==> src/rtl/sirds_sep_pkg.sv <==
package sirds_sep_pkg;

  // Number of register stages in the separation pipeline
  localparam int SEP_STAGES = 3;

  // Load strobes from control to datapath, one per stage
  typedef struct packed {
    logic ldCoord;   // stage 3: left/right coordinates
    logic ldSep;     // stage 2: divide
    logic ldNumDen;  // stage 1: numerator and denominator
  } sep_strobe_t;

endpackage

==> src/rtl/sep_ctrl.sv <==
module sep_ctrl
  import sirds_sep_pkg::*;
(
  input  logic        clk,
  input  logic        rstN,
  input  logic        inValid,
  output sep_strobe_t strobe,
  output logic        outValid
);

  logic [SEP_STAGES-1:0] vldPipe;

  for (genvar g = 0; g < SEP_STAGES; g++) begin : g_vld
    if (g == 0) begin : g_first
      always_ff @(posedge clk or negedge rstN) begin
        if (!rstN) vldPipe[0] <= 1'b0;
        else       vldPipe[0] <= inValid;
      end
    end else begin : g_rest
      always_ff @(posedge clk or negedge rstN) begin
        if (!rstN) vldPipe[g] <= 1'b0;
        else       vldPipe[g] <= vldPipe[g-1];
      end
    end
  end

  // A stage loads on the cycle its input holds a valid sample
  always_comb begin
    strobe.ldNumDen = inValid;
    strobe.ldSep    = vldPipe[0];
    strobe.ldCoord  = vldPipe[1];
  end

  assign outValid = vldPipe[SEP_STAGES-1];

endmodule

==> src/rtl/sep_datapath.sv <==
module sep_datapath
  import sirds_sep_pkg::*;
#(
  parameter int X_W          = 10,
  parameter int Y_W          = 9,
  parameter int Z_W          = 8,
  parameter int DIST_W       = 12,
  parameter int SEP_W        = 10,
  parameter int SCREEN_W     = 640,
  parameter int HEIGHT_SCALE = 1,
  parameter bit ROUND_SEP    = 1'b1
) (
  input  logic              clk,
  input  logic              rstN,
  input  sep_strobe_t       strobe,
  input  logic [X_W-1:0]    inX,
  input  logic [Y_W-1:0]    inY,
  input  logic [Z_W-1:0]    inZ,
  input  logic [DIST_W-1:0] bgDepth,
  input  logic [DIST_W-1:0] obsDist,
  input  logic [SEP_W-1:0]  eyeSep,
  output logic [X_W-1:0]    outX,
  output logic [Y_W-1:0]    outY,
  output logic [Z_W-1:0]    outZ,
  output logic [SEP_W-1:0]  outSep,
  output logic [X_W-1:0]    outLeft,
  output logic [X_W-1:0]    outRight,
  output logic              outOfRange
);

  localparam int SCALED_W = Z_W + $clog2(HEIGHT_SCALE + 1);
  localparam int CMP_W    = (SCALED_W > DIST_W) ? SCALED_W : DIST_W;
  localparam int NUM_W    = DIST_W + SEP_W;
  localparam int DEN_W    = DIST_W + 1;
  localparam int DIV_W    = NUM_W + 1;
  localparam int COORD_W  = ((X_W > SEP_W) ? X_W : SEP_W) + 1;

  logic [SEP_STAGES-1:0] ld;
  assign ld = {strobe.ldCoord, strobe.ldSep, strobe.ldNumDen};

  // ---------------- sample fields carried beside the data ----------------
  logic [X_W-1:0] xPipe [SEP_STAGES];
  logic [Y_W-1:0] yPipe [SEP_STAGES];
  logic [Z_W-1:0] zPipe [SEP_STAGES];

  for (genvar g = 0; g < SEP_STAGES; g++) begin : g_carry
    if (g == 0) begin : g_head
      always_ff @(posedge clk or negedge rstN) begin
        if (!rstN) begin
          xPipe[0] <= '0;
          yPipe[0] <= '0;
          zPipe[0] <= '0;
        end else if (ld[0]) begin
          xPipe[0] <= inX;
          yPipe[0] <= inY;
          zPipe[0] <= inZ;
        end
      end
    end else begin : g_tail
      always_ff @(posedge clk or negedge rstN) begin
        if (!rstN) begin
          xPipe[g] <= '0;
          yPipe[g] <= '0;
          zPipe[g] <= '0;
        end else if (ld[g]) begin
          xPipe[g] <= xPipe[g-1];
          yPipe[g] <= yPipe[g-1];
          zPipe[g] <= zPipe[g-1];
        end
      end
    end
  end

  // ---------------- stage 1: numerator and denominator ----------------
  logic [CMP_W-1:0]  scaledZ;
  logic [CMP_W-1:0]  bgWide;
  logic [DIST_W-1:0] depthBehind;
  logic [NUM_W-1:0]  numNext;
  logic [DEN_W-1:0]  denNext;
  logic [NUM_W-1:0]  numR;
  logic [DEN_W-1:0]  denR;

  always_comb begin
    scaledZ = CMP_W'(inZ) * CMP_W'(HEIGHT_SCALE);
    bgWide  = CMP_W'(bgDepth);
    if (bgWide > scaledZ) depthBehind = DIST_W'(bgWide - scaledZ);
    else                  depthBehind = '0;
    numNext = NUM_W'(depthBehind) * NUM_W'(eyeSep);
    denNext = DEN_W'(obsDist) + DEN_W'(depthBehind);
  end

  always_ff @(posedge clk or negedge rstN) begin
    if (!rstN) begin
      numR <= '0;
      denR <= '0;
    end else if (ld[0]) begin
      numR <= numNext;
      denR <= denNext;
    end
  end

  // ---------------- stage 2: divide ----------------
  logic [DIV_W-1:0] dividend;
  logic [DIV_W-1:0] quotient;
  logic [SEP_W-1:0] sepR;

  if (ROUND_SEP) begin : g_round
    assign dividend = DIV_W'(numR) + DIV_W'(denR >> 1);
  end else begin : g_trunc
    assign dividend = DIV_W'(numR);
  end

  always_comb begin
    if (denR == '0) quotient = '0;
    else            quotient = dividend / DIV_W'(denR);
  end

  always_ff @(posedge clk or negedge rstN) begin
    if (!rstN)      sepR <= '0;
    else if (ld[1]) sepR <= SEP_W'(quotient);
  end

  // ---------------- stage 3: left / right coordinates ----------------
  logic [COORD_W-1:0] xWide;
  logic [COORD_W-1:0] halfWide;
  logic [COORD_W-1:0] rightWide;
  logic [COORD_W-1:0] leftWide;
  logic               oorNext;
  logic [SEP_W-1:0]   sepOutR;
  logic [X_W-1:0]     leftR;
  logic [X_W-1:0]     rightR;
  logic               oorR;

  always_comb begin
    xWide     = COORD_W'(xPipe[1]);
    halfWide  = COORD_W'(sepR >> 1);
    rightWide = xWide + halfWide;
    leftWide  = xWide - halfWide;
    oorNext   = (xWide < halfWide) || (rightWide > COORD_W'(SCREEN_W - 1));
  end

  always_ff @(posedge clk or negedge rstN) begin
    if (!rstN) begin
      sepOutR <= '0;
      leftR   <= '0;
      rightR  <= '0;
      oorR    <= 1'b0;
    end else if (ld[2]) begin
      sepOutR <= sepR;
      leftR   <= X_W'(leftWide);
      rightR  <= X_W'(rightWide);
      oorR    <= oorNext;
    end
  end

  assign outX       = xPipe[SEP_STAGES-1];
  assign outY       = yPipe[SEP_STAGES-1];
  assign outZ       = zPipe[SEP_STAGES-1];
  assign outSep     = sepOutR;
  assign outLeft    = leftR;
  assign outRight   = rightR;
  assign outOfRange = oorR;

endmodule

==> src/rtl/stereo_sep_calc.sv <==
module stereo_sep_calc
  import sirds_sep_pkg::*;
#(
  parameter int X_W          = 10,
  parameter int Y_W          = 9,
  parameter int Z_W          = 8,
  parameter int DIST_W       = 12,
  parameter int SEP_W        = 10,
  parameter int SCREEN_W     = 640,
  parameter int HEIGHT_SCALE = 1,
  parameter bit ROUND_SEP    = 1'b1
) (
  input  logic              clk,
  input  logic              rstN,
  input  logic              inValid,
  input  logic [X_W-1:0]    inX,
  input  logic [Y_W-1:0]    inY,
  input  logic [Z_W-1:0]    inZ,
  input  logic [DIST_W-1:0] bgDepth,
  input  logic [DIST_W-1:0] obsDist,
  input  logic [SEP_W-1:0]  eyeSep,
  output logic              outValid,
  output logic [X_W-1:0]    outX,
  output logic [Y_W-1:0]    outY,
  output logic [Z_W-1:0]    outZ,
  output logic [SEP_W-1:0]  outSep,
  output logic [X_W-1:0]    outLeft,
  output logic [X_W-1:0]    outRight,
  output logic              outOfRange
);

  sep_strobe_t strobe;

  sep_ctrl u_ctrl (
    .clk      (clk),
    .rstN     (rstN),
    .inValid  (inValid),
    .strobe   (strobe),
    .outValid (outValid)
  );

  sep_datapath #(
    .X_W          (X_W),
    .Y_W          (Y_W),
    .Z_W          (Z_W),
    .DIST_W       (DIST_W),
    .SEP_W        (SEP_W),
    .SCREEN_W     (SCREEN_W),
    .HEIGHT_SCALE (HEIGHT_SCALE),
    .ROUND_SEP    (ROUND_SEP)
  ) u_datapath (
    .clk        (clk),
    .rstN       (rstN),
    .strobe     (strobe),
    .inX        (inX),
    .inY        (inY),
    .inZ        (inZ),
    .bgDepth    (bgDepth),
    .obsDist    (obsDist),
    .eyeSep     (eyeSep),
    .outX       (outX),
    .outY       (outY),
    .outZ       (outZ),
    .outSep     (outSep),
    .outLeft    (outLeft),
    .outRight   (outRight),
    .outOfRange (outOfRange)
  );

endmodule

==> config.mk <==
export PLATFORM = sky130hd
export DESIGN_NAME = stereo_sep_calc
export DESIGN_NICKNAME = d
export VERILOG_FILES = /design/src/rtl/sirds_sep_pkg.sv /design/src/rtl/sep_ctrl.sv /design/src/rtl/sep_datapath.sv /design/src/rtl/stereo_sep_calc.sv
export SDC_FILE = /design/constraint.sdc
export NUM_CORES = 1
export LEC_CHECK = 0
export ABC_CLOCK_PERIOD_IN_PS = 72900
export BUFFER_PORTS_ARGS = -buffer_cell sky130_fd_sc_hd__buf_2
export CAP_MARGIN = 20
export CORE_ASPECT_RATIO = 2
export CORE_MARGIN = 2
export CORE_UTILIZATION = 40
export CTS_CLUSTER_SIZE = 30
export DETAILED_ROUTE_END_ITERATION = 6
export HOLD_SLACK_MARGIN = 0.12
export PLACE_DENSITY = 0.56
export SLEW_MARGIN = 0
export SYNTH_ARGS = -nofsm -noshare
export SYNTH_HDL_FRONTEND = slang
export SYNTH_SLANG_ARGS = --single-unit
==> constraint.sdc <==
create_clock -name clk -period 72.9 [get_ports clk]
set_input_delay 7.29 -clock clk [delete_from_list [all_inputs] [get_ports clk]]
set_output_delay 7.29 -clock clk [all_outputs]
set_load 0.005 [all_outputs]
==> metrics.md <==
| Metric | Value |
|---|---|
| Tcrit/Tclk final | `82.2%` |
| Die Span X | `178 um` |
| Final Cell Area | `0.0259 mm2` |
| Status | `finished, final reports clean` |
| Synth warnings | `0` |
| Worst Path Class, Setup | `reg -> reg` |
| # clock sinks | `159` |
| RR Endpoint | `u_datapath.sepR[0]` |
| Setup slack, reg-to-reg | `12.99 ns` |
| Row cnt | `127` |
| Core Box Area | `0.0597 mm2` |
| Gr usage total | `24.8%` |
| Seq/Total Area, Yosys | `16.5%` |
| Most frequent cells in the layout | `ha_1, nand2_1, nor2_1, mux2_2, inv_1` |
| Placed Area | `0.0253 mm2` |
| Drt drc | `0` |
| Final setup viols | `0` |
| RR Startpoint | `u_datapath.denR[8]` |
| Register area | `0.00398 mm2` |
| Delay-heaviest family, CP | `compound AO/OA/AOI/OAI gates` |
| RSZ-0062 raised after global routing | `no` |
| Chip height | `351 um` |
| Routed WL | `77600 um` |
| EDFF count, synth | `0` |
| Post-CTS Resized | `0` |
| Via count | `21726` |
| Global-route wire length before repair | `121000 um` |
| Synth async-reset ratio | `100%` |
| Final net count | `3366` |
| Worst Hold Depth | `2` |
| CP max-delay cell | `a21boi_2` |
| Mean Syn Cell Area | `8.51 um2` |
| Crit path top cell by count | `o21a_1` |
| Initial DRC count | `1033` |
| Worst-case reg-to-reg path depth | `227` |
| Worst path required time | `73.20 ns` |
| Placer congestion estimate | `0.996` |
| Root Driver | `clkbuf_16` |
| Final Skew | `0.0133 ns` |
| Fill cell count | `6058` |
| Min-Delay Path Class | `reg -> reg` |
| Critical Path Start | `u_datapath.denR[8]` |
| Worst EP arrival | `60.21 ns` |
| Port bufs | `122` |
| Synthesis-stage register bit count | `159` |
| Slowest stage delay, CP | `0.85 ns` |
| Post-route ant nets | `0` |
| CP endpoint kind | `register` |
| Initial Util | `40.3%` |
| Worst Hold End | `u_datapath.xPipe[11]` |
| Worst slew margin | `27.0%` |
| Layout area overhead | `7.67%` |
| WL/cell | `21.1 um` |
| Most common cell after layout, fill and taps aside | `ha_1` |
| Slew @ Worst Pin | `1.09 ns` |
| Setup TNS | `0 ns` |
| CTS tree | `yes` |
| Final Hold Violating Endpoints | `0` |
| Total die area | `0.0623 mm2` |
| Tmin final | `59.91 ns` |
| Htree depth | `4` |
| # IOs | `123` |
| Max-cap violations | `0` |
| Mapped Nets | `3308` |
| Clk pin slew, worst setup/hold paths | `0.07 ns` |
| Post-DP HPWL | `62900 um` |
| Area of the multi-input gates | `0.0189 mm2` |
| Post-CTS Setup Bufs | `0` |
| Hold_sp | `u_datapath.xPipe[21]` |
| CP Launch Type | `register` |
| WP buf/inv | `5` |
| Share of layout cells above drive strength 1 | `15.1%` |
| Worst skew pair latency | `0.43 ns` |
| Post-synth cell types | `115` |
| Number of global-route vias before repair | `22898` |
| Total CTS buffers | `17` |
| Grt total ovfl | `0` |
| Largest net degree at the start of global routing | `86` |
| Synth Flop Type | `dfrtp_1` |
| CTS Hold Bufs | `0` |
| Via/cell ratio | `5.91` |
| CP Max Fanout | `22` |
| Fmax | `16.7 MHz` |
| Syn Std Cell Area | `0.0241 mm2` |
| Drt pass-1 iters | `6` |
| Initial antenna violation count | `2` |
| Post-Synthesis Cells | `2832` |
| Final Slew Violations | `0` |
| Maximum clock path buffer count | `2` |
[through the flow]
step                cells  setup WS [ns]  hold WS [ns]  util (%)
floorplan            2832          20.82         0.352         -
global route         3678           8.50         0.514      43.4
CTS                  3676          13.80         0.501      43.4
global placement     3644          15.13         0.464      42.4
finish               3678          12.99         0.489      43.4
detailed placement   3645          14.11         0.484      42.4
[cells in the mapped netlist, types with 11 or more instances]
| master | n | area (um2) |
|---|---|---|
| ha_1 | 329 | 4120 |
| nand2_1 | 248 | 931 |
| nor2_1 | 222 | 833 |
| mux2_2 | 181 | 2040 |
| inv_1 | 169 | 634 |
| a21oi_1 | 160 | 801 |
| dfrtp_1 | 159 | 3980 |
| o21ai_0 | 115 | 576 |
| xnor2_1 | 114 | 998 |
| nor3_1 | 99 | 495 |
| o21a_1 | 95 | 713 |
| fa_1 | 83 | 1660 |
| and2_1 | 68 | 425 |
| a21o_1 | 67 | 503 |
| clkbuf_1 | 61 | 229 |
| xor2_1 | 52 | 455 |
| nand3_1 | 44 | 220 |
| o31ai_1 | 43 | 323 |
| nand2b_1 | 31 | 194 |
| nor2b_1 | 30 | 188 |
| buf_4 | 29 | 218 |
| a31oi_1 | 28 | 175 |
| o211ai_1 | 28 | 210 |
| o21bai_1 | 26 | 195 |
| nand4_1 | 24 | 150 |
| a211oi_1 | 22 | 165 |
| or3_1 | 22 | 138 |
| or2_2 | 20 | 125 |
| mux2i_1 | 17 | 170 |
| and3_1 | 16 | 100 |
| a21boi_0 | 12 | 90.1 |
| o22ai_1 | 11 | 68.8 |
[worst max-delay path by stage]
stage / end / slack [ns] / cells after the start
floorplan: u_datapath.sepR[0] / 20.82 / 252
global placement: u_datapath.sepR[0] / 15.13 / 228
detailed placement: u_datapath.sepR[0] / 14.11 / 227
CTS: u_datapath.sepR[0] / 13.80 / 227
global route: u_datapath.sepR[0] / 8.50 / 229
finish: u_datapath.sepR[0] / 12.99 / 227
[worst min-delay path: cells and delay by family, from the launching register on]
kind / cells / cell delay [ns]
AND/OR/NAND/NOR: 1 / 0.05
AO/OA/AOI/OAI: 1 / 0.06
flip-flops: 1 / 0.34
[per-layer routing]
layer | global-route usage [%] | share of wire (%) | vias up
met5 | 0 | 0 | -
met4 | 19.5 | 9.3 | 0
met3 | 2.71 | 3.0 | 324
met2 | 49.1 | 55 | 608
met1 | 22.1 | 32 | 10453
li1 | - | - | 10341
[sequential cells by signal, indices dropped and copies added, names as in the netlist]
name	count
u_datapath.zPipe	16
u_datapath.outOfRange	1
u_datapath.sepR	10
u_datapath.outZ	8
u_datapath.numR	22
u_datapath.xPipe	20
u_datapath.outSep	10
u_datapath.denR	13
u_datapath.yPipe	18
u_datapath.outX	10
u_datapath.outY	9
u_datapath.outRight	10
u_ctrl.outValid	1
u_datapath.outLeft	9
u_ctrl.strobe	2
[cell families after synthesis]
logic type	count (synthesis)	synth area share, %
XOR/XNOR	166	6.04
AO/OA/AOI/OAI	739	21.3
AND/OR/NAND/NOR	874	17.7
flip-flops	159	16.5
multiplexers	202	9.40
buffers and inverters	279	5.00
adder cells (fa/ha/maj)	413	24.0
[final cells by class]
type	count	share of cell area, %
diodes	2	0.0193
flip-flops and latches	159	15.4
clock buffers	17	1.64
multi-input cells	2394	72.9
inverters	170	2.46
well taps	774	3.73
clock inverters	14	0.748
repair buffers	148	3.13
Power is not shown: default switching activity piles up to over one toggle a cycle in this logic, so the estimate is an artifact.
